File: src/rtl/mcu_wdt_pkg.sv
package mcu_wdt_pkg;

  // Strobes from the control section to the counting datapath
  typedef struct packed {
    logic clearCount;  // restart the divide chain
    logic advance;     // take one selected tick
  } wdt_strobe_t;

  // Kind of reset generated by a time-out
  typedef enum logic [1:0] {
    FIRE_NONE = 2'd0,
    FIRE_CHIP = 2'd1,
    FIRE_WARM = 2'd2
  } wdt_fire_e;

endpackage

File: src/rtl/wdt_datapath.sv
module wdt_datapath
  import mcu_wdt_pkg::*;
#(
  parameter int unsigned BASE_LOG2 = 8,
  parameter int unsigned SEL_W     = 3,
  parameter int unsigned REG_W     = 8,
  parameter logic [REG_W-1:0] REG_RESET = 8'h07
) (
  input  logic             clk,
  input  logic             rstN,
  input  wdt_strobe_t      strobe,
  input  logic             regWrEn,
  input  logic [REG_W-1:0] regWrData,
  output logic [REG_W-1:0] regRdData,
  output logic             atLimit
);

  localparam int unsigned MAX_SHIFT = (1 << SEL_W) - 1;
  localparam int unsigned PRE_W     = (MAX_SHIFT > 0) ? MAX_SHIFT : 1;
  localparam int unsigned FLAG_W    = REG_W - SEL_W;

  logic [SEL_W-1:0]     sel;
  logic [BASE_LOG2-1:0] baseCnt;
  logic [PRE_W-1:0]     preCnt;
  logic                 baseCarry;
  logic                 preLast;
  logic [PRE_W-1:0]     preMask;

  // Software register: select field in the low bits, free flags above
  logic [SEL_W-1:0]  selField;
  logic [FLAG_W-1:0] flagField;

  always_ff @(posedge clk or negedge rstN) begin
    if (!rstN) begin
      selField  <= REG_RESET[SEL_W-1:0];
      flagField <= REG_RESET[REG_W-1:SEL_W];
    end else if (regWrEn) begin
      selField  <= regWrData[SEL_W-1:0];
      flagField <= regWrData[REG_W-1:SEL_W];
    end
  end

  assign regRdData = {flagField, selField};
  assign sel       = selField;

  // Fixed divide stage
  assign baseCarry = &baseCnt;

  always_ff @(posedge clk or negedge rstN) begin
    if (!rstN) begin
      baseCnt <= '0;
    end else if (strobe.clearCount) begin
      baseCnt <= '0;
    end else if (strobe.advance) begin
      baseCnt <= baseCnt + 1'b1;
    end
  end

  // Prescaler terminal mask: low 'sel' bits set
  always_comb begin
    preMask = '0;
    for (int i = 0; i < PRE_W; i++) begin
      preMask[i] = (i < int'(sel));
    end
  end

  // Terminal when all masked bits are ones (covers a select lowered mid-count)
  assign preLast = ((preCnt & preMask) == preMask);

  always_ff @(posedge clk or negedge rstN) begin
    if (!rstN) begin
      preCnt <= '0;
    end else if (strobe.clearCount) begin
      preCnt <= '0;
    end else if (strobe.advance && baseCarry) begin
      if (preLast) begin
        preCnt <= '0;
      end else begin
        preCnt <= preCnt + 1'b1;
      end
    end
  end

  assign atLimit = baseCarry && preLast;

endmodule

File: src/rtl/wdt_control.sv
module wdt_control
  import mcu_wdt_pkg::*;
(
  input  logic        clk,
  input  logic        rstN,
  input  logic        cfgEnable,
  input  logic        cfgUseInstrClk,
  input  logic        cfgPairClear,
  input  logic        lpTick,
  input  logic        instrTick,
  input  logic        powerDown,
  input  logic        clrSingle,
  input  logic        clrFirst,
  input  logic        clrSecond,
  input  logic        haltReq,
  input  logic        toClear,
  input  logic        atLimit,
  output wdt_strobe_t strobe,
  output logic        chipResetPulse,
  output logic        warmResetPulse,
  output logic        timeoutFlag
);

  logic      selTick;
  logic      seenFirst;
  logic      seenSecond;
  logic      pairDone;
  logic      instrClear;
  logic      fireNow;
  wdt_fire_e fireKind;

  // The instruction tick stops with the system clock in power-down
  assign selTick = cfgUseInstrClk ? (instrTick && !powerDown) : lpTick;

  assign pairDone = (seenFirst || clrFirst) && (seenSecond || clrSecond);

  assign instrClear = cfgEnable && (cfgPairClear ? pairDone : clrSingle);

  always_ff @(posedge clk or negedge rstN) begin
    if (!rstN) begin
      seenFirst  <= 1'b0;
      seenSecond <= 1'b0;
    end else if (cfgEnable && cfgPairClear) begin
      if (pairDone) begin
        seenFirst  <= 1'b0;
        seenSecond <= 1'b0;
      end else begin
        seenFirst  <= seenFirst || clrFirst;
        seenSecond <= seenSecond || clrSecond;
      end
    end
  end

  always_comb begin
    strobe.clearCount = instrClear || haltReq;
    strobe.advance    = cfgEnable && selTick && !strobe.clearCount;
  end

  assign fireNow = strobe.advance && atLimit;

  always_comb begin
    if (!fireNow) begin
      fireKind = FIRE_NONE;
    end else if (powerDown) begin
      fireKind = FIRE_WARM;
    end else begin
      fireKind = FIRE_CHIP;
    end
  end

  always_ff @(posedge clk or negedge rstN) begin
    if (!rstN) begin
      chipResetPulse <= 1'b0;
      warmResetPulse <= 1'b0;
    end else begin
      chipResetPulse <= (fireKind == FIRE_CHIP);
      warmResetPulse <= (fireKind == FIRE_WARM);
    end
  end

  always_ff @(posedge clk or negedge rstN) begin
    if (!rstN) begin
      timeoutFlag <= 1'b0;
    end else if (fireKind == FIRE_CHIP) begin
      timeoutFlag <= 1'b1;
    end else if (toClear) begin
      timeoutFlag <= 1'b0;
    end
  end

endmodule

File: src/rtl/mcu_watchdog.sv
module mcu_watchdog
  import mcu_wdt_pkg::*;
#(
  parameter int unsigned BASE_LOG2 = 8,
  parameter int unsigned SEL_W     = 3,
  parameter int unsigned REG_W     = 8
) (
  input  logic             clk,
  input  logic             rstN,
  input  logic             cfgEnable,
  input  logic             cfgUseInstrClk,
  input  logic             cfgPairClear,
  input  logic             lpTick,
  input  logic             instrTick,
  input  logic             powerDown,
  input  logic             regWrEn,
  input  logic [REG_W-1:0] regWrData,
  output logic [REG_W-1:0] regRdData,
  input  logic             clrSingle,
  input  logic             clrFirst,
  input  logic             clrSecond,
  input  logic             haltReq,
  input  logic             toClear,
  output logic             chipResetPulse,
  output logic             warmResetPulse,
  output logic             timeoutFlag
);

  wdt_strobe_t strobe;
  logic        atLimit;

  wdt_control ctrl_i (
    .clk            (clk),
    .rstN           (rstN),
    .cfgEnable      (cfgEnable),
    .cfgUseInstrClk (cfgUseInstrClk),
    .cfgPairClear   (cfgPairClear),
    .lpTick         (lpTick),
    .instrTick      (instrTick),
    .powerDown      (powerDown),
    .clrSingle      (clrSingle),
    .clrFirst       (clrFirst),
    .clrSecond      (clrSecond),
    .haltReq        (haltReq),
    .toClear        (toClear),
    .atLimit        (atLimit),
    .strobe         (strobe),
    .chipResetPulse (chipResetPulse),
    .warmResetPulse (warmResetPulse),
    .timeoutFlag    (timeoutFlag)
  );

  wdt_datapath #(
    .BASE_LOG2 (BASE_LOG2),
    .SEL_W     (SEL_W),
    .REG_W     (REG_W)
  ) dp_i (
    .clk       (clk),
    .rstN      (rstN),
    .strobe    (strobe),
    .regWrEn   (regWrEn),
    .regWrData (regWrData),
    .regRdData (regRdData),
    .atLimit   (atLimit)
  );

endmodule

File: config.mk
export PLATFORM = sky130hd
export DESIGN_NAME = mcu_watchdog
export DESIGN_NICKNAME = d
export VERILOG_FILES = /design/src/rtl/mcu_wdt_pkg.sv /design/src/rtl/wdt_datapath.sv /design/src/rtl/wdt_control.sv /design/src/rtl/mcu_watchdog.sv
export SDC_FILE = /design/constraint.sdc
export NUM_CORES = 1
export LEC_CHECK = 0
export BUFFER_PORTS_ARGS = -buffer_cell sky130_fd_sc_hd__buf_4
export CELL_PAD_IN_SITES_DETAIL_PLACEMENT = 0
export CELL_PAD_IN_SITES_GLOBAL_PLACEMENT = 1
export CORE_ASPECT_RATIO = 1.25
export CORE_MARGIN = 1.5
export CORE_UTILIZATION = 45
export DETAILED_ROUTE_END_ITERATION = 10
export GPL_TIMING_DRIVEN = 1
export PLACE_DENSITY_LB_ADDON = 0.1
export SLEW_MARGIN = 10
export SYNTH_ARGS = -nofsm -noshare
export SYNTH_HDL_FRONTEND = slang
export SYNTH_SLANG_ARGS = --single-unit
File: constraint.sdc
create_clock -name clk -period 4.05 [get_ports clk]
set_input_delay 0.2025 -clock clk [delete_from_list [all_inputs] [get_ports clk]]
set_output_delay 0.2025 -clock clk [all_outputs]
set_load 0.05 [all_outputs]
==> impl_metrics.py, run 1 <==
metrics = {
    "outcome": {
        "status": "finished, final reports clean",
    },
    "synth": {
        "syn_nets": 163,
        "ys_ff_latch": 28,
        "postSynthAreaPerCell_um2": 11.20,
        "netlist_area_um2": 1556,
        "netlist_instances": 139,
        "ys_warn_count": 0,
        "ys_seq_area_frac": 0.4526,
        "synth.distinct_cells": 41,
    },
    "worst_setup_path": {
        "critPathKind": "register to register",
        "critPathSlowestCell": "a221oi_4",
        "cp_common_cell": "o311ai_2",
        "worst_path_largest_cell_delay_ns": 0.56,
        "start_kind": "register",
        "crit_start": "ctrl_i.seenSecond$_DFFE_PN0P_",
        "required_ns": 4.24,
        "cp-end-kind": "register",
        "reg2reg_slack_ns": 2.21,
        "crit_chain": "or2_1 -> a221oi_4 -> o311ai_2 -> o311ai_2",
        "worst_ep_arrival_time_ns": 2.03,
        "reg2reg_from": "ctrl_i.seenSecond$_DFFE_PN0P_",
        "path_max_fanout": 13,
    },
    "route": {
        "drtPass1Iterations": 4,
        "ant_nets": 0,
        "num_vias": 1196,
        "wl_per_cell_um": 15.08,
        "viasPerCell": 5.722,
        "route.detailed.drc": 0,
        "initialDrtViolationCount": 36,
        "drt-total-wl_um": 3152,
    },
    "power_and_ir_drop": {
        "p_int_mw": 0.4255,
        "p_sw_frac": 0.2847,
        "p_leak_nw": 0.7768,
        "p_per_area_nw_per_um2": 316.1,
        "power.switching_mw": 0.1694,
        "ir_drop_uv": 209.9,
        "seq_power_share": 0.508,
        "combPwrFrac": 0.194,
        "pwr-share-clk": 0.298,
    },
    "floorplan": {
        "num_rows": 23,
        "initial_core_util": 0.4786,
        "pin_count": 33,
        "dieWidth_um": 55.61,
        "die_area_um2": 3823,
        "design.core.area_um2": 3252,
        "fp.dieH_um": 68.76,
    },
    "clock_tree": {
        "cts_resized": 0,
        "cts_sinks": 28,
        "clock_path_buffers": 2,
        "cts_buffers": 3,
        "clkTransAtPathRegs_ns": 0.10,
        "clock-root-buffer": "clkbuf_8",
        "clk_latency_ns": 0.27,
        "cts_max_level": 1,
        "cts_tree": "yes",
    },
    "grt": {
        "grt-ovfl-total": 0,
        "antenna_found_initial": 0,
        "grt_pass1_vias": 1141,
        "grt_max_degree": 29,
        "grt_first_pass_wirelength_um": 5161,
        "track_usage": 0.1697,
    },
    "finish": {
        "num-fill-cells": 296,
        "diodes": 0,
        "nNetsFinal": 197,
        "fin_util": 0.5787,
        "area_growth_syn_to_layout_pct": 20.90,
        "drive_gt1_frac": 0.3314,
    },
    "sta": {
        "fin_crit_sh": 0.4550,
        "period_minus_slack_ns": 1.843,
        "drv_slew": 0,
        "max_freq_mhz": 542.6,
        "slew-limit-headroom": 0.6428,
        "fin_ws_ns": 2.207,
        "hold_viol": 0,
        "rsz0062_at_grt": "false",
        "finalSetupViolations": 0,
        "tightest_slew_ns": 0.5357,
        "fin_setup_tns_ns": 0,
        "skew_ns": 0.003501,
    },
    "flow_run": {
        "cap_violations": 0,
    },
    "placed_design": {
        "io_buffers": 32,
        "gp_congestion": 0.7243,
        "place_hpwl_um": 2365,
        "pre_cts_ws_ns": 2.219,
    },
    "hold_path": {
        "min_from": "powerDown",
        "hold_class": "input pin to register",
    },
}
layout make-up:
cell class / count / area [um^2] / area share
repair buffers: 33 / 250.2 / 0.1330
multi-input cells: 104 / 814.5 / 0.4328
inverters: 3 / 11.26 / 0.005984
well taps: 37 / 46.29 / 0.02460
flip-flops and latches: 28 / 704.4 / 0.3743
clock buffers: 4 / 55.05 / 0.02926
timing repair:
action                                 4_1_cts  5_1_grt
buffers inserted                             0        0
hold buffers                                 1        0
endpoints found under the hold margin       25        0
final timing paths:
check,cells after the start,endpoint
setup / recovery,4,dp_i.preCnt[2]$_DFFE_PN0P_
hold reg to reg,2,ctrl_i.seenSecond$_DFFE_PN0P_
hold / removal,2,ctrl_i.chipResetPulse$_DFF_PN0_
min in group asynchronous,2,ctrl_i.seenFirst$_DFFE_PN0P_
max in group asynchronous,2,dp_i.sel[0]$_DFFE_PN1P_
setup reg to reg,4,dp_i.preCnt[2]$_DFFE_PN0P_
kinds of logic after synthesis:
| family | Yosys count | share of synthesized area |
|---|---|---|
| AOI/OAI and AO/OA | 33 | 0.1905 |
| xor gates and xnor gates | 7 | 0.03939 |
| adders and majority gates | 2 | 0.01607 |
| buffers and inverters | 7 | 0.02412 |
| DFF | 28 | 0.4526 |
| muxes | 8 | 0.05788 |
| and+or+nand+nor | 54 | 0.2195 |
registers in the layout, indices dropped and copies added (netlist names):
register               cells
ctrl_i.seenFirst           1
ctrl_i.timeoutFlag         1
dp_i.flagField             5
dp_i.sel                   3
ctrl_i.seenSecond          1
dp_i.baseCnt               8
dp_i.preCnt                7
ctrl_i.chipResetPulse      1
ctrl_i.warmResetPulse      1
critical path, delay by kind of cell (launching register included):
| kind | cells | cell delay [ns] |
|---|---|---|
| AOI/OAI and AO/OA | 3 | 1.10 |
| DFF | 1 | 0.38 |
| and+or+nand+nor | 1 | 0.27 |
layout by cell type, fill, tap and decap left out, drive strengths merged:
master | synthesis | routed
a211o | 1 | 1
a211oi | 6 | 6
a21boi | 4 | 4
a21oi | 5 | 5
a221o | 1 | 1
a221oi | 1 | 1
a31oi | 3 | 3
and3 | 2 | 2
and4 | 1 | 1
buf | 2 | 32
clkbuf | 2 | 4
dfrtp | 25 | 25
dfstp | 3 | 3
dlygate4sd3 | 0 | 1
ha | 2 | 2
inv | 3 | 3
mux2 | 8 | 8
nand2 | 8 | 8
nand2b | 6 | 6
nand3 | 8 | 8
nand3b | 9 | 9
nand4 | 3 | 3
nand4b | 1 | 1
nor2 | 8 | 8
nor2b | 2 | 2
nor3 | 1 | 1
nor4 | 1 | 1
o211a | 1 | 1
o221ai | 4 | 4
o22a | 1 | 1
o311ai | 5 | 5
o31ai | 1 | 1
or2 | 3 | 3
or3 | 1 | 1
xnor2 | 7 | 7
per-stage QoR:
stage / cells / hold slack (ns) / power, mW / instance area [um^2]
2_1_floorplan: 139 / -0.09309 / 0.3790 / 1556
3_3_place_gp: 204 / 0.1416 / 0.4213 / 1817
3_5_place_dp: 204 / 0.1413 / 0.4238 / 1817
4_1_cts: 209 / 0.1114 / 0.6020 / 1882
5_1_grt: 209 / 0.1147 / 0.6197 / 1882
6_report: 209 / 0.1187 / 0.5949 / 1882
synthesized netlist by cell type (all sizes together):
library cell	instances	area share
nor2b	2	0.0080
nand2	8	0.019
a21oi	5	0.016
xnor2	7	0.039
buf	2	0.012
a221oi	1	0.017
or3	1	0.0040
nand3	8	0.026
nand4b	1	0.015
and4	1	0.0056
a211o	1	0.0056
nor3	1	0.0064
inv	3	0.0072
dfrtp	25	0.40
or2	3	0.012
nand3b	9	0.051
and3	2	0.0080
nand2b	6	0.024
o22a	1	0.0056
a31oi	3	0.012
dfstp	3	0.051
o211a	1	0.0064
mux2	8	0.058
o31ai	1	0.0048
clkbuf	2	0.0048
nor4	1	0.0080
a221o	1	0.0064
a21boi	4	0.019
nand4	3	0.012
nor2	8	0.019
a211oi	6	0.037
ha	2	0.016
o221ai	4	0.023
o311ai	5	0.038
power groups by stage:
stage | sequential [mW] | clock [mW] | combinational, mW
final | 0.302 | 0.177 | 0.116
after CTS | 0.303 | 0.183 | 0.117
after global placement | 0.307 | 0 | 0.114
after detailed placement | 0.308 | 0 | 0.116
after floorplan | 0.336 | 0 | 0.0434
after global routing | 0.305 | 0.191 | 0.124
per-layer routing:
metal | routed length (um) | global-route usage
met5 | 0 | 0
met4 | 18 | 0.05488
met3 | 106 | 0.02425
met2 | 1603 | 0.3051
met1 | 1423 | 0.2127
Note: power is estimated with default switching activity, not from simulation.
==> inputs of run 2 (changes only) <==
Settings changed: CORE_UTILIZATION 45 to 42.
Clock period 4.05 ns to 1.8 ns, I/O delays scaled along.
==> run 2 against run 1 <==
Via count increased by 4.2%. Core utilization decreased by 2.6 points. Combinational power increased by 140%. Power increased by 120%. First-iteration DRC count fell by 39%. Clock power up 99%. Final cell count increased by 4.3%. Sequential power grew 130%.
==> impl_metrics.py, run 2 (synthesis gave the netlist of run 1 again) <==
metrics = {
    "sta": {
        "period_minus_slack_ns": 1.680,
        "hold_viol": 0,
        "max_freq_mhz": 595.3,
        "tightest_slew_ns": 0.4353,
        "finalSetupViolations": 0,
        "skew_ns": 0.005321,
        "fin_crit_sh": 0.9332,
        "drv_slew": 0,
        "rsz0062_at_grt": "false",
        "fin_setup_tns_ns": 0,
        "whs_ns": 0.02246,
        "slew-limit-headroom": 0.7097,
    },
    "power_and_ir_drop": {
        "p_per_area_nw_per_um2": 672.0,
        "seq_power_share": 0.521,
        "p_sw_frac": 0.2899,
        "power.switching_mw": 0.3786,
        "ir_drop_uv": 458.4,
        "p_leak_nw": 0.8080,
        "combPwrFrac": 0.209,
        "p_int_mw": 0.9273,
        "pwr-share-clk": 0.270,
    },
    "floorplan": {
        "dieWidth_um": 57.45,
        "die_area_um2": 4082,
        "initial_core_util": 0.4430,
        "design.core.area_um2": 3513,
        "pin_count": 33,
        "fp.dieH_um": 71.06,
        "num_rows": 24,
    },
    "placed_design": {
        "gp_congestion": 0.8316,
        "io_buffers": 32,
        "place_hpwl_um": 2432,
    },
    "grt": {
        "grt_max_degree": 29,
        "track_usage": 0.1754,
        "grt-ovfl-total": 0,
        "grt_first_pass_wirelength_um": 5720,
        "antenna_found_initial": 0,
        "grt_pass1_vias": 1303,
    },
    "worst_setup_path": {
        "crit_family": "buffers and inverters",
        "worst_path_largest_cell_delay_ns": 0.54,
        "worst_ep_arrival_time_ns": 1.81,
        "crit_start": "powerDown",
        "reg2reg_from": "dp_i.preCnt[0]$_DFFE_PN0P_",
        "critPathSlowestCell": "dlygate4sd3_1",
        "start_kind": "input pin",
        "critPathKind": "input pin to register",
        "cp-end-kind": "register",
        "cp_common_cell": "buf_4",
        "crit_chain": "dlygate4sd3_1 -> buf_4 -> nand4b_4 -> a211oi_4 -> buf_4 -> nand3b_1 -> o221ai_1",
        "required_ns": 1.94,
        "crit_buf_inv": 3,
        "path_max_fanout": 9,
    },
    "hold_path": {
        "min_from": "cfgPairClear",
        "hold_class": "input pin to register",
    },
    "clock_tree": {
        "cts_buffers": 3,
        "cts_setup_buffers": 0,
        "cts_tree": "yes",
        "clock_path_buffers": 2,
        "cts_sinks": 28,
        "cts_max_level": 1,
        "clkTransAtPathRegs_ns": 0.09,
        "clk_latency_ns": 0.28,
        "clock-root-buffer": "clkbuf_8",
    },
    "route": {
        "drtPass1Iterations": 4,
        "initialDrtViolationCount": 22,
        "ant_nets": 0,
        "num_vias": 1246,
        "route.detailed.drc": 0,
        "drt-total-wl_um": 3328,
        "viasPerCell": 5.716,
        "wl_per_cell_um": 15.27,
    },
    "finish": {
        "reg_top3": "dp_i.baseCnt x8, dp_i.preCnt x7, dp_i.flagField x5",
        "area_growth_syn_to_layout_pct": 24.84,
        "final_common_cell": "buf_4",
        "final_cell_mix": "38 x buf_4, 25 x dfrtp_1",
        "nNetsFinal": 204,
        "diodes": 0,
        "drive_gt1_frac": 0.3520,
        "largest_reg_flops": 8,
        "regMostFlops": "dp_i.baseCnt",
    },
    "flow_run": {
        "cap_violations": 0,
    },
    "outcome": {
        "status": "finished, final reports clean",
    },
}
-- run 2: changes by cell type in the layout (fill, tap and decap cells not counted) --
cell / previous run / this run
buf_4: 32 / 38
a21boi_1: 1 / 0
a21boi_2: 0 / 1
clkbuf_1: 0 / 1
clkbuf_8: 4 / 3
dlygate4sd3_1: 1 / 2
o311ai_2: 2 / 1
o311ai_4: 0 / 1
-- run 2: cell type report --
class                      instances  area [um^2]
fill                             335         1570
multi-input combinational        104        828.3
sequential                        28        704.4
timing repair buffer              40        305.3
tap                               39        48.80
clock buffer                       4        45.04
inverter                           3        11.26
-- run 2: metrics by stage --
| step | cells | cell area, um^2 | setup slack, ns | power, mW | utilization |
|---|---|---|---|---|---|
| after floorplan | 139 | 1556 | 0.1440 | 0.8528 | - |
| after global placement | 212 | 1864 | 0.1449 | 0.9532 | 0.5306 |
| after detailed placement | 212 | 1864 | 0.1368 | 0.9602 | 0.5306 |
| after CTS | 218 | 1929 | 0.1148 | 1.328 | 0.5491 |
| after global routing | 218 | 1943 | 0.03142 | 1.373 | 0.5531 |
| final | 218 | 1943 | 0.1202 | 1.306 | 0.5531 |
-- run 2: layer usage --
metal / vias up / part of all wire / global-route usage / wire length, um
li1: 605 / - / - / -
met1: 616 / 0.43 / 0.2201 / 1420
met2: 20 / 0.53 / 0.3005 / 1763
met3: 5 / 0.029 / 0.02559 / 95
met4: 0 / 0.015 / 0.06718 / 50
met5: - / 0 / 0 / 0
-- run 2: power by group through the flow --
stage          Combinational, mW  Sequential (mW)  Clock (mW)
2_1_floorplan             0.0977            0.755           0
3_3_place_gp               0.261            0.692           0
3_5_place_dp               0.267            0.693           0
4_1_cts                    0.271            0.681       0.377
5_1_grt                    0.294            0.686       0.393
6_report                   0.273            0.681       0.352
-- run 2: worst paths after layout --
check                                                  end  cells after the start  slack (ns)
max reg2reg                ctrl_i.chipResetPulse$_DFF_PN0_                      4        0.14
min                           ctrl_i.seenFirst$_DFFE_PN0P_                      2        0.02
max in group asynchronous          dp_i.sel[1]$_DFFE_PN1P_                      2        1.22
max                             dp_i.preCnt[6]$_DFFE_PN0P_                      7        0.12
min reg2reg                 ctrl_i.timeoutFlag$_DFFE_PN0P_                      2        0.50
min in group asynchronous     ctrl_i.seenFirst$_DFFE_PN0P_                      2        0.26
-- run 2: timing repair --
action	CTS	global route
hold buffers	2	0
gates resized for setup	0	2
endpoints found under the setup margin	0	4
hold endpoints to repair	26	0
